===== src/rtl/kbd_pkg.sv =====
package kbd_pkg;
  localparam int KROWS = 8;
  localparam int KCOLS = 5;
  localparam logic [7:0] BREAK_PREFIX = 8'hF0;

  typedef struct packed {
    logic       hit;
    logic [2:0] row;
    logic [2:0] col;
  } key_pos_t;

  typedef enum logic [2:0] {FK_NONE, FK_RESET, FK_UNLOCK, FK_SPEED, FK_NMI} fkey_kind_t;

  typedef struct packed {
    fkey_kind_t kind;
    logic [1:0] arg;
  } fkey_t;

  function automatic key_pos_t mk(input int r, input int c);
    key_pos_t p;
    p.hit = 1'b1;
    p.row = 3'(r);
    p.col = 3'(c);
    return p;
  endfunction

  // Set-2 make code to matrix position.
  function automatic key_pos_t map_scancode(input logic [7:0] c);
    key_pos_t p;
    p = '0;
    case (c)
      8'h12: p = mk(0,0); 8'h1A: p = mk(0,1); 8'h22: p = mk(0,2); 8'h21: p = mk(0,3); 8'h2A: p = mk(0,4);
      8'h1C: p = mk(1,0); 8'h1B: p = mk(1,1); 8'h23: p = mk(1,2); 8'h2B: p = mk(1,3); 8'h34: p = mk(1,4);
      8'h15: p = mk(2,0); 8'h1D: p = mk(2,1); 8'h24: p = mk(2,2); 8'h2D: p = mk(2,3); 8'h2C: p = mk(2,4);
      8'h16: p = mk(3,0); 8'h1E: p = mk(3,1); 8'h26: p = mk(3,2); 8'h25: p = mk(3,3); 8'h2E: p = mk(3,4);
      8'h45: p = mk(4,0); 8'h46: p = mk(4,1); 8'h3E: p = mk(4,2); 8'h3D: p = mk(4,3); 8'h36: p = mk(4,4);
      8'h4D: p = mk(5,0); 8'h44: p = mk(5,1); 8'h43: p = mk(5,2); 8'h3C: p = mk(5,3); 8'h35: p = mk(5,4);
      8'h5A: p = mk(6,0); 8'h4B: p = mk(6,1); 8'h42: p = mk(6,2); 8'h3B: p = mk(6,3); 8'h33: p = mk(6,4);
      8'h29: p = mk(7,0); 8'h59: p = mk(7,1); 8'h3A: p = mk(7,2); 8'h31: p = mk(7,3); 8'h32: p = mk(7,4);
      default: p = '0;
    endcase
    return p;
  endfunction

  // Function key code to control action.
  function automatic fkey_t map_fkey(input logic [7:0] c);
    fkey_t f;
    f.kind = FK_NONE;
    f.arg  = 2'd0;
    case (c)
      8'h07: f.kind = FK_RESET;
      8'h01: f.kind = FK_UNLOCK;
      8'h03: begin f.kind = FK_SPEED; f.arg = 2'd0; end
      8'h0B: begin f.kind = FK_SPEED; f.arg = 2'd1; end
      8'h83: begin f.kind = FK_SPEED; f.arg = 2'd2; end
      8'h0A: begin f.kind = FK_SPEED; f.arg = 2'd3; end
      8'h05, 8'h06, 8'h04, 8'h0C: f.kind = FK_NMI;
      default: f.kind = FK_NONE;
    endcase
    return f;
  endfunction
endpackage


===== src/rtl/kbd_code_decoder.sv =====
module kbd_code_decoder
  import kbd_pkg::*;
(
  input  logic       clk,
  input  logic       rst_n,
  input  logic [7:0] code_byte,
  input  logic       code_valid,
  output logic       key_ev,
  output logic [2:0] key_row,
  output logic [2:0] key_col,
  output logic       key_press,
  output logic       fk_ev,
  output fkey_t      fk,
  output logic       break_armed
);
  key_pos_t pos;
  logic     is_prefix;

  always_comb begin
    pos       = map_scancode(code_byte);
    fk        = map_fkey(code_byte);
    is_prefix = (code_byte == BREAK_PREFIX);
    key_ev    = code_valid && !is_prefix && pos.hit;
    key_row   = pos.row;
    key_col   = pos.col;
    key_press = !break_armed;
    fk_ev     = code_valid && !is_prefix && !break_armed && (fk.kind != FK_NONE);
  end

  always_ff @(posedge clk) begin
    if (!rst_n)          break_armed <= 1'b0;
    else if (code_valid) break_armed <= is_prefix;
  end

  // an armed release is consumed by the next non-prefix byte
  assert_break_consumed_R3: assert property (@(posedge clk) disable iff (!rst_n)
    (code_valid && !is_prefix) |=> !break_armed);
endmodule


===== src/rtl/kbd_key_matrix.sv =====
module kbd_key_matrix #(
  parameter int ROWS = 8,
  parameter int COLS = 5
) (
  input  logic            clk,
  input  logic            rst_n,
  input  logic            key_ev,
  input  logic [2:0]      key_row,
  input  logic [2:0]      key_col,
  input  logic            key_press,
  input  logic [ROWS-1:0] row_sel_n,
  input  logic            cpu_ce,
  output logic [COLS-1:0] col_out
);
  logic [ROWS-1:0][COLS-1:0] held;
  logic [ROWS-1:0][COLS-1:0] row_lo;
  logic [COLS-1:0]           merged;

  genvar r;
  generate
    for (r = 0; r < ROWS; r++) begin : g_row
      always_ff @(posedge clk) begin
        if (!rst_n) held[r] <= '0;
        else if (key_ev && (32'(key_row) == r)) held[r][key_col] <= key_press;
      end
      // active-low column data, forced high when row not selected
      assign row_lo[r] = row_sel_n[r] ? {COLS{1'b1}} : ~held[r];
    end
  endgenerate

  always_comb begin
    merged = {COLS{1'b1}};
    for (int i = 0; i < ROWS; i++) merged = merged & row_lo[i];
  end

  always_ff @(posedge clk) begin
    if (!rst_n)      col_out <= {COLS{1'b1}};
    else if (cpu_ce) col_out <= merged;
  end

  // no enable, no change
  assert_col_hold_R5: assert property (@(posedge clk) disable iff (!rst_n)
    !cpu_ce |=> $stable(col_out));
  // key state moves only on a mapped key event
  assert_state_quiet_R6: assert property (@(posedge clk) disable iff (!rst_n)
    !key_ev |=> $stable(held));
endmodule


===== src/rtl/kbd_ctrl_strobes.sv =====
module kbd_ctrl_strobes
  import kbd_pkg::*;
#(
  parameter int RST_HOLD = 16
) (
  input  logic       clk,
  input  logic       rst_n,
  input  logic       fk_ev,
  input  fkey_t      fk,
  output logic       sys_reset,
  output logic       unlock_pulse,
  output logic       speed_valid,
  output logic [1:0] speed_sel,
  output logic       nmi_req
);
  localparam int CW = $clog2(RST_HOLD + 1);
  logic [CW-1:0] hold_cnt;

  always_ff @(posedge clk) begin
    if (!rst_n) begin
      hold_cnt     <= '0;
      unlock_pulse <= 1'b0;
      speed_valid  <= 1'b0;
      speed_sel    <= 2'd0;
      nmi_req      <= 1'b0;
    end else begin
      unlock_pulse <= fk_ev && (fk.kind == FK_UNLOCK);
      speed_valid  <= fk_ev && (fk.kind == FK_SPEED);
      nmi_req      <= fk_ev && (fk.kind == FK_NMI);
      if (fk_ev && (fk.kind == FK_SPEED)) speed_sel <= fk.arg;
      if (fk_ev && (fk.kind == FK_RESET)) hold_cnt <= CW'(RST_HOLD);
      else if (hold_cnt != '0)            hold_cnt <= hold_cnt - 1'b1;
    end
  end

  assign sys_reset = (hold_cnt != '0);

  // a reset request never collapses after one clock
  assert_reset_held_R7: assert property (@(posedge clk) disable iff (!rst_n)
    $rose(sys_reset) |=> sys_reset);
endmodule


===== src/rtl/kbd_matrix_scan.sv =====
module kbd_matrix_scan #(
  parameter int RST_HOLD = 16
) (
  input  logic       clk,
  input  logic       rst_n,
  input  logic [7:0] code_byte,
  input  logic       code_valid,
  input  logic [7:0] addr_hi,
  input  logic       cpu_ce,
  output logic [4:0] col_out,
  output logic       sys_reset,
  output logic       unlock_pulse,
  output logic       speed_valid,
  output logic [1:0] speed_sel,
  output logic       nmi_req
);
  import kbd_pkg::*;

  logic       key_ev, key_press, fk_ev, break_armed;
  logic [2:0] key_row, key_col;
  fkey_t      fk;

  kbd_code_decoder u_dec (
    .clk(clk), .rst_n(rst_n), .code_byte(code_byte), .code_valid(code_valid),
    .key_ev(key_ev), .key_row(key_row), .key_col(key_col), .key_press(key_press),
    .fk_ev(fk_ev), .fk(fk), .break_armed(break_armed)
  );

  kbd_key_matrix #(.ROWS(KROWS), .COLS(KCOLS)) u_mat (
    .clk(clk), .rst_n(rst_n), .key_ev(key_ev), .key_row(key_row), .key_col(key_col),
    .key_press(key_press), .row_sel_n(addr_hi), .cpu_ce(cpu_ce), .col_out(col_out)
  );

  kbd_ctrl_strobes #(.RST_HOLD(RST_HOLD)) u_ctl (
    .clk(clk), .rst_n(rst_n), .fk_ev(fk_ev), .fk(fk), .sys_reset(sys_reset),
    .unlock_pulse(unlock_pulse), .speed_valid(speed_valid), .speed_sel(speed_sel),
    .nmi_req(nmi_req)
  );

  // no row selected reads all released
  assert_no_row_idle_R4: assert property (@(posedge clk) disable iff (!rst_n)
    (cpu_ce && (&addr_hi)) |=> (col_out == 5'h1F));
  // control strobes are mutually exclusive
  assert_strobe_excl_R9: assert property (@(posedge clk) disable iff (!rst_n)
    $onehot0({unlock_pulse, speed_valid, nmi_req}));
  // an NMI request always follows a received byte
  assert_nmi_from_byte_R10: assert property (@(posedge clk) disable iff (!rst_n)
    nmi_req |-> $past(code_valid));
  // unlock only from the F9 code
  assert_unlock_code_R8: assert property (@(posedge clk) disable iff (!rst_n)
    unlock_pulse |-> ($past(code_byte) == 8'h01));
  // no strobe from a byte that followed an armed release
  assert_break_silent_R11: assert property (@(posedge clk) disable iff (!rst_n)
    (code_valid && break_armed) |=> !(unlock_pulse || speed_valid || nmi_req));
endmodule


===== config.mk =====
export PLATFORM = sky130hd
export DESIGN_NAME = kbd_matrix_scan
export DESIGN_NICKNAME = d
export VERILOG_FILES = /design/src/rtl/kbd_pkg.sv /design/src/rtl/kbd_code_decoder.sv /design/src/rtl/kbd_key_matrix.sv /design/src/rtl/kbd_ctrl_strobes.sv /design/src/rtl/kbd_matrix_scan.sv
export SDC_FILE = /design/constraint.sdc
export NUM_CORES = 1
export LEC_CHECK = 0
export ABC_AREA = 1
export CORE_MARGIN = 2
export CORE_UTILIZATION = 55
export DETAILED_ROUTE_END_ITERATION = 8
export PLACE_DENSITY = 0.77
export SYNTH_ARGS = -nofsm -noshare
export SYNTH_HDL_FRONTEND = slang
export SYNTH_SLANG_ARGS = --single-unit

===== constraint.sdc =====
create_clock -name clk -period 2.5 [get_ports clk]
set_input_delay 0.25 -clock clk [delete_from_list [all_inputs] [get_ports clk]]
set_output_delay 0.25 -clock clk [all_outputs]
set_load 0.005 [all_outputs]

==> results of run 1 <==
[final cells by class]
type / instances / area, um^2 / share of cell area (%)
multi-input cells: 423 / 2080 / 49.9
flip-flops and latches: 56 / 1120 / 26.9
clock inverters: 3 / 27.5 / 0.661
well taps: 77 / 96.3 / 2.31
clock buffers: 5 / 68.8 / 1.65
inverters: 55 / 206 / 4.96
repair buffers: 64 / 568 / 13.6
[cell families after synthesis]
family | count (synthesis) | synth area share [%]
buffers and inverters | 75 | 8.75
xor gates and xnor gates | 3 | 0.750
and+or+nand+nor | 338 | 43.3
AOI/OAI and AO/OA | 74 | 12.4
DFF | 56 | 32.0
adders and majority gates | 8 | 2.86
[power by group through the flow]
| stage | clock, mW | combinational [mW] | sequential, mW |
|---|---|---|---|
| after CTS | 0.534 | 0.606 | 0.971 |
| after global placement | 0 | 0.584 | 0.988 |
| after detailed placement | 0 | 0.601 | 0.991 |
| final | 0.530 | 0.607 | 0.971 |
| after floorplan | 0 | 0.406 | 0.981 |
| after global routing | 0.562 | 0.682 | 0.977 |
[layout by cell type, fill, tap and decap left out, drive strengths merged]
master and count:
buf 34, xnor2 1, clkdlybuf4s50 30, nor2 100, ha 8, inv 53
clkinvlp 1, a211oi 2, nor3 2, o21a 1, nand3 79, nand4 7
a221oi 9, o21ai 8, nand2 147, o211ai 2, xor2 2, clkbuf 5
dfxtp 56, clkinv 4, o22ai 1, nor4 1, a41oi 1, nand3b 2
o2111ai 2, a21oi 48
[critical path: cells and delay by family]
kind,cells,cell delay [ns]
simple gates,12,1.23
fa+ha+maj,1,0.32
buf+inv,4,0.71
[cell usage after synthesis]
| master | count |
|---|---|
| buf_1 | 8 |
| clkbuf_1 | 2 |
| o21ai_0 | 5 |
| xnor2_1 | 1 |
| dfxtp_1 | 56 |
| buf_2 | 5 |
| a211oi_1 | 2 |
| a221oi_1 | 9 |
| nand3b_1 | 2 |
| nand4_1 | 5 |
| a41oi_1 | 1 |
| xor2_1 | 2 |
| nor2_1 | 85 |
| o22ai_1 | 1 |
| nor2_2 | 8 |
| o2111ai_1 | 2 |
| nand3_1 | 78 |
| a21oi_1 | 47 |
| nand4_4 | 2 |
| nor3_1 | 2 |
| nor4_1 | 1 |
| nor2_4 | 7 |
| inv_2 | 9 |
| inv_1 | 43 |
| clkinv_1 | 3 |
| o211ai_1 | 2 |
| o21ai_1 | 3 |
| buf_4 | 5 |
| nand2_1 | 142 |
| a21oi_2 | 1 |
| o21a_1 | 1 |
| nand2_2 | 5 |
| nand3_2 | 1 |
| ha_1 | 8 |
[metal layers]
layer / share of wire, % / vias to the layer above / global-route usage [%]
met4: 1.4 / 0 / 4.40
met5: 0 / - / 0
met1: 45 / 1768 / 38.9
met3: 6.4 / 18 / 3.17
met2: 48 / 152 / 45.5
li1: - / 1900 / -
[sequential cells by signal (all words and copies together) (netlist names)]
signal and flops:
u_mat.held 40, u_ctl.speed_sel 2, u_ctl.hold_cnt 5, u_dec.break_armed 1, u_ctl.unlock_pulse 1, u_ctl.nmi_req 1
u_ctl.speed_valid 1, u_mat.col_out 5
[how the worst max path moves through the flow]
stage          cells after the start        endpoint  slack, ns
6_report                          17  u_mat.held[23]       0.22
3_5_place_dp                      17  u_mat.held[24]      -0.08
2_1_floorplan                     16   u_mat.held[0]       0.66
5_1_grt                           17  u_mat.held[20]      0.003
4_1_cts                           17   u_mat.held[3]       0.25
3_3_place_gp                      14  u_mat.held[22]     -0.006
[metrics by stage]
step,power [mW],setup TNS [ns],hold slack [ns]
2_1_floorplan,1.39,0,0.413
3_3_place_gp,1.57,-0.0170,0.453
3_5_place_dp,1.59,-1.06,0.459
4_1_cts,2.11,0,0.476
5_1_grt,2.22,0,0.497
6_report,2.11,0,0.472
==> results by group, run 1 <==
Final layout
  – Antenna diodes: 0
  – Final Instance Area: 4170 um^2
  – Layout cell share with drive strength beyond 1: 12.4%
  – Layout area overhead: 18.9%
  – Final core occ: 66.7%
  – Nets: 633
  – FILL cells: 584
  – Fin cells: 683

Pwr
  – Internal Pwr Total: 1.40 mW
  – LEAKAGE: 1.84 nW
  – Clock network fraction of total power: 25.1%
  – Peak VDD IR: 0.000618 V
  – Cell Pwr Density: 506 nW/um^2
  – Comb pwr share: 28.8%
  – Switching power: 710 uW
  – Sequential power share: 46.0%
  – Sw Share: 33.7%

Drt
  – Vias per cell: 5.62
  – Post-Route WL: 9530 um
  – 1st-pass router iterations: 5
  – Detail Route Antenna Nets: 0
  – Per-cell routed wire length: 14.0 um
  – DRT iter0 DRCs: 362
  – Vias: 3,838
  – Post-route DRC: 0

Clock tree
  – Clk buf depth: 2
  – Htree depth: 2
  – Reg clk slew, reported paths: 0.11 ns
  – Post-CTS Setup Bufs: 0
  – CTS tree: done
  – Clock Root Buffer: clkbuf_8
  – Worst-Skew Late Latency: 0.32 ns
  – Num CTS Buffers: 5
  – Clock Sinks: 56
  – Post-CTS Hold Fix Bufs: 0
  – Resized Gates After CTS: 0

Die
  – Core footprint: 6240 um^2
  – I/O pin count: 31
  – Area of the die: 7030 um^2
  – Num rows: 29
  – DIE HEIGHT: 83.8 um
  – Die width: 83.8 um
  – Initial Utilization: 56.2%

Critical path
  – CP endpoint kind: register
  – Arr. time, crit path: 2.50 ns
  – Worst Setup SP: code_byte[0]
  – Worst-case reg-to-reg path depth: 3
  – Critical path class: input port to register
  – Critical path startpoint category: input port
  – R2r endpoint: u_mat.held[16]
  – Delay of the slowest critical-path stage: 0.47 ns
  – Worst reg2reg startpoint: u_dec.break_armed
  – Crit path required time: 2.72 ns
  – Most frequent CP cell: nand2_1
  – Slowest cell on crit path: clkdlybuf4s50_1
  – Max FO, Critical Path: 10
  – Crit path cell chain: clkdlybuf4s50_1 > inv_1 > ha_1 > inv_1 > nand2_1 > nand2_1 > nand2_1 > nand3_1 > nand2_1 > inv_1 > nand2_1 > nand2_2 > nand2_1 > nor2_4 > nand3_1 > nand2_1 > nor2_1
  – Flop-to-flop setup slack: 0.93 ns

Global routing
  – First-pass GRT wire length: 16,000 um
  – GRT Util Overall: 27.3%
  – Grt ovf: 0
  – Initial antenna violation count: 0
  – Vias in the first global route: 3,388
  – Largest net degree at the start of global routing: 41

Timing
  – Worst setup margin: 0.216 ns
  – Final setup fails: 0
  – Skew final: 0.0133 ns
  – Worst slew margin: 56.8%
  – FMAX: 0.438 GHz
  – Post-layout min period: 2.28 ns
  – Period utilisation layout: 91.4%
  – Fin. Hold Viols: 0
  – Slew Viols, Final: 0
  – RSZ-0062 raised after global routing: no
  – Worst-Margin Slew: 0.648 ns

Worst hold path
  – Hold Crit Class: register to register
  – WHS Path Cells: 2
  – Hold Path Origin: u_ctl.speed_sel[1]
  – Hold Path Sink: u_ctl.speed_sel[1]

Outcome
  – Status: finished, final reports clean

Synthesis
  – Largest cells by area after synthesis: dfxtp_1, nand2_1, nand3_1
  – Register area share after synthesis: 32.0%
  – Syn nets: 582
  – Synthesized flop and latch total: 56
  – Yosys cell types: 34
  – Cells after synthesis: 554
  – Yosys synthesis warning count: 0
  – Syn avg cell area: 6.33 um^2
  – Post-synthesis cell area: 3500 um^2
  – Largest area contributor in the netlist: dfxtp_1
  – Area share of the largest cell type after synthesis: 32.0%

Place
  – Port Buffers: 30
  – Placed Area: 4070 um^2
  – RePlAce Congestion: 0.965
  – Pre-CTS WS: -0.0792 ns
  – Dpl cells: 675
  – DP Wirelength: 7190 um

Job
  – # Max-Cap Violations: 0
Power figures use the tool's default switching activity.
==> inputs of run 2 (changes only) <==
- SYNTH_HIERARCHICAL: unset -> 1
==> run 2 against run 1 <==
Net effect:
- core utilization increased by 3.5 points
- clock power shrank 4%
- fmax shrank 2.7%
- critical path depth shrank 1
- die area increased by 0.61%
- global-route usage is 0.92 points lower
- critical path type unchanged
==> results by group, run 2 <==
Final layout
  – Commonest non-fill, non-tap cell in the layout: nand2_1
  – Antenna diodes: 0 (unchanged)
  – Most frequent cells in the layout: nand2_1, nor2_1, nand3_1, a21oi_1, dfxtp_1
  – Final core occ: 70.2% (+3.5 points)
  – Layout area overhead: 25.0%
  – Layout cell share with drive strength beyond 1: 14.9% (+2.5 points)
  – Number of flip-flops in the largest register: 40 (unchanged)
  – Register area: 1120 um^2 (unchanged)
  – Largest Register: u_mat/held
  – Multi-input logic area: 2100 um^2 (+0.90%)
  – Nets: 679 (+7.3%)
  – Top Registers: u_mat/held: 40 flops, u_ctl/hold_cnt: 5 flops, u_mat/col_out: 5 flops
  – FILL cells: 574 (-1.7%)

Synthesis
  – Main synth FF type: dfxtp_1
  – Yosys cell types: 30 (-12%)
  – Largest area contributor in the netlist: dfxtp_1
  – Most frequent cell after synthesis: nand2_1
  – Largest cells by area after synthesis: dfxtp_1, nand2_1, nand3_1
  – Syn avg cell area: 6.10 um^2 (-3.5%)
  – Asr flop ratio synth: 0% (unchanged)
  – Yosys synthesis warning count: 6 (+6)
  – Top cell types by occurrence after synthesis: nand2_1, nor2_1, nand3_1
  – Area share of the largest cell type after synthesis: 31.8% (-0.20 points)
  – Cells after synthesis: 578 (+4.3%)
  – Post-synthesis cell area: 3530 um^2 (+0.64%)
  – Synthesized flop and latch total: 56 (unchanged)
  – Register area share after synthesis: 31.8% (-0.20 points)
  – Syn nets: 605 (+4.0%)
  – Number of flops mapped to enable cells by yosys: 0 (unchanged)

Place
  – Port Buffers: 30 (unchanged)
  – RePlAce Congestion: 0.948 (-1.8%)
  – DP Wirelength: 6940 um (-3.4%)

Die
  – Num rows: 29 (unchanged)
  – Die width: 84.1 um (+0.30%)
  – Initial Utilization: 56.2% (about the same)
  – DIE HEIGHT: 84.1 um (+0.30%)
  – I/O pin count: 31 (unchanged)
  – Area of the die: 7070 um^2 (+0.61%)
  – Core footprint: 6280 um^2 (+0.58%)

Clock tree
  – Resized Gates After CTS: 0 (unchanged)
  – Clock Sinks: 56 (unchanged)
  – Post-CTS Setup Bufs: 0 (unchanged)
  – Reg clk slew, reported paths: 0.10 ns (about the same)
  – Htree depth: 2 (unchanged)
  – Post-CTS Hold Fix Bufs: 0 (unchanged)
  – Worst-Skew Late Latency: 0.30 ns (-0.02 ns)
  – Clock Root Buffer: clkbuf_8
  – Clk buf depth: 2 (unchanged)
  – CTS tree: done
  – Num CTS Buffers: 5 (unchanged)

Timing
  – RSZ-0062 raised after global routing: yes
  – Worst-Margin Slew: 0.408 ns (-0.240 ns)
  – Post-layout min period: 2.35 ns (+0.0625 ns)
  – Period utilisation layout: 93.9% (+2.5 points)
  – Final setup fails: 0 (unchanged)
  – FMAX: 0.426 GHz (-2.7%)
  – Skew final: 0.00440 ns (-0.00895 ns)
  – Fin. Hold Viols: 0 (unchanged)
  – Setup TNS: 0 ns (unchanged)
  – Worst Hold Slack: 0.482 ns (+0.0105 ns)
  – Slew Viols, Final: 0 (unchanged)
  – Worst slew margin: 72.8% (+16 points)

Drt
  – DRT iter0 DRCs: 348 (-3.9%)
  – Vias: 3,845 (+0.18%)
  – Post-route DRC: 0 (unchanged)
  – Detail Route Antenna Nets: 0 (unchanged)
  – Per-cell routed wire length: 12.8 um (-8.4%)
  – Vias per cell: 5.27 (-6.1%)
  – 1st-pass router iterations: 6 (+1)
  – Post-Route WL: 9320 um (-2.2%)

Critical path
  – Crit path cell chain: clkdlybuf4s50_1 > inv_1 > ha_2 > inv_1 > o21ai_0 > buf_4 > nand3_1 > nand3_1 > o21ai_0 > inv_1 > inv_1 > nand2_2 > nor2_4 > nand3_1 > nand2_1 > nor2_1
  – Crit path required time: 2.71 ns (about the same)
  – Delay of the slowest critical-path stage: 0.52 ns (+0.05 ns)
  – Critical path class: input port to register
  – Crit path buf inv count: 6 (+2)
  – Top delay family on crit path: buffers and inverters
  – Slowest cell on crit path: clkdlybuf4s50_1
  – CP endpoint kind: register
  – Max FO, Critical Path: 16 (+6)
  – Critical path startpoint category: input port
  – Arr. time, crit path: 2.55 ns (+0.05 ns)
  – Most frequent CP cell: inv_1

Outcome
  – Status: finished, final reports clean

Job
  – # Max-Cap Violations: 0 (unchanged)

Pwr
  – Cell Pwr Density: 454 nW/um^2 (-10%)
  – LEAKAGE: 2.04 nW (+11%)
  – Peak VDD IR: 0.000499 V (-19%)

Global routing
  – First-pass GRT wire length: 15,500 um (-3.3%)
  – GRT Util Overall: 26.4% (-0.92 points)
  – Grt ovf: 0 (unchanged)
  – Largest net degree at the start of global routing: 41 (unchanged)
  – Vias in the first global route: 3,521 (+3.9%)
  – Initial antenna violation count: 0 (unchanged)

Worst hold path
  – Hold Crit Class: register to register
[run 2: cell count changes after synthesis, moves of 5 or more]
cell	change
nand3_1	-11
buf_6	+6
inv_2	-7
a221oi_1	-9
o21ai_0	+11
inv_1	+13
nor3_1	+5
a21oi_1	+11
nand2_1	+25
[run 2: metrics by stage]
step / area [um^2] / std cells / setup WS [ns] / total power [mW]
floorplan: 3530 / 578 / 0.446 / 1.29
global placement: 4280 / 722 / -0.229 / 1.48
detailed placement: 4280 / 722 / -0.246 / 1.49
CTS: 4370 / 729 / 0.0766 / 2.00
global route: 4410 / 729 / -0.0528 / 2.10
finish: 4410 / 729 / 0.153 / 2.00
[run 2: worst paths after layout]
check | startpoint | to | slack, ns | cells after the start
setup / recovery | code_byte[1] | u_mat/held[24] | 0.15 | 16
hold / removal | u_mat/col_out[1] | u_mat/col_out[1] | 0.48 | 2
setup reg to reg | u_dec/break_armed | u_mat/held[28] | 1.34 | 6
hold reg to reg | u_mat/col_out[1] | u_mat/col_out[1] | 0.48 | 2
[run 2: power breakdown]
part	leakage, nW	internal, mW	total (mW)	switching, mW
clock network	0.0473	0.222	0.511	0.290
registers	0.453	0.922	0.941	0.0190
logic	1.54	0.234	0.547	0.313
total	2.04	1.38	2.00	0.622
[run 2: cell type report]
type	instances	area share [%]
multi-input cells	444	47.5
flip-flops and latches	56	25.4
inverters	59	5.02
well taps	77	2.19
repair buffers	86	17.8
clock buffers	6	1.87
clock inverters	1	0.199
[run 2: cell families (layout without fill, tap and decap cells)]
family | count (synthesis) | in the layout | synth area share (%)
and+or+nand+nor | 357 | 357 | 44.0
AOI/OAI and AO/OA | 79 | 79 | 11.6
buffers and inverters | 78 | 152 | 9.86
DFF | 56 | 56 | 31.8
adders and majority gates | 7 | 7 | 2.48
xor gates and xnor gates | 1 | 1 | 0.248
[run 2: metal layers]
layer | global-route usage [%] | wire [um] | vias up
met5 | 0 | 0 | -
met4 | 9.82 | 221 | 0
met3 | 3.56 | 497 | 18
met2 | 47.1 | 4650 | 123
met1 | 32.1 | 3960 | 1712
li1 | - | - | 1992
[run 2: worst register-to-register path, stage by stage (launching register included)]
cell and delay (ns):
dfxtp_1 0.34, inv_1 0.05, inv_1 0.04, buf_4 0.36
nand3_1 0.15, nand2_1 0.08, nor2_1 0.04
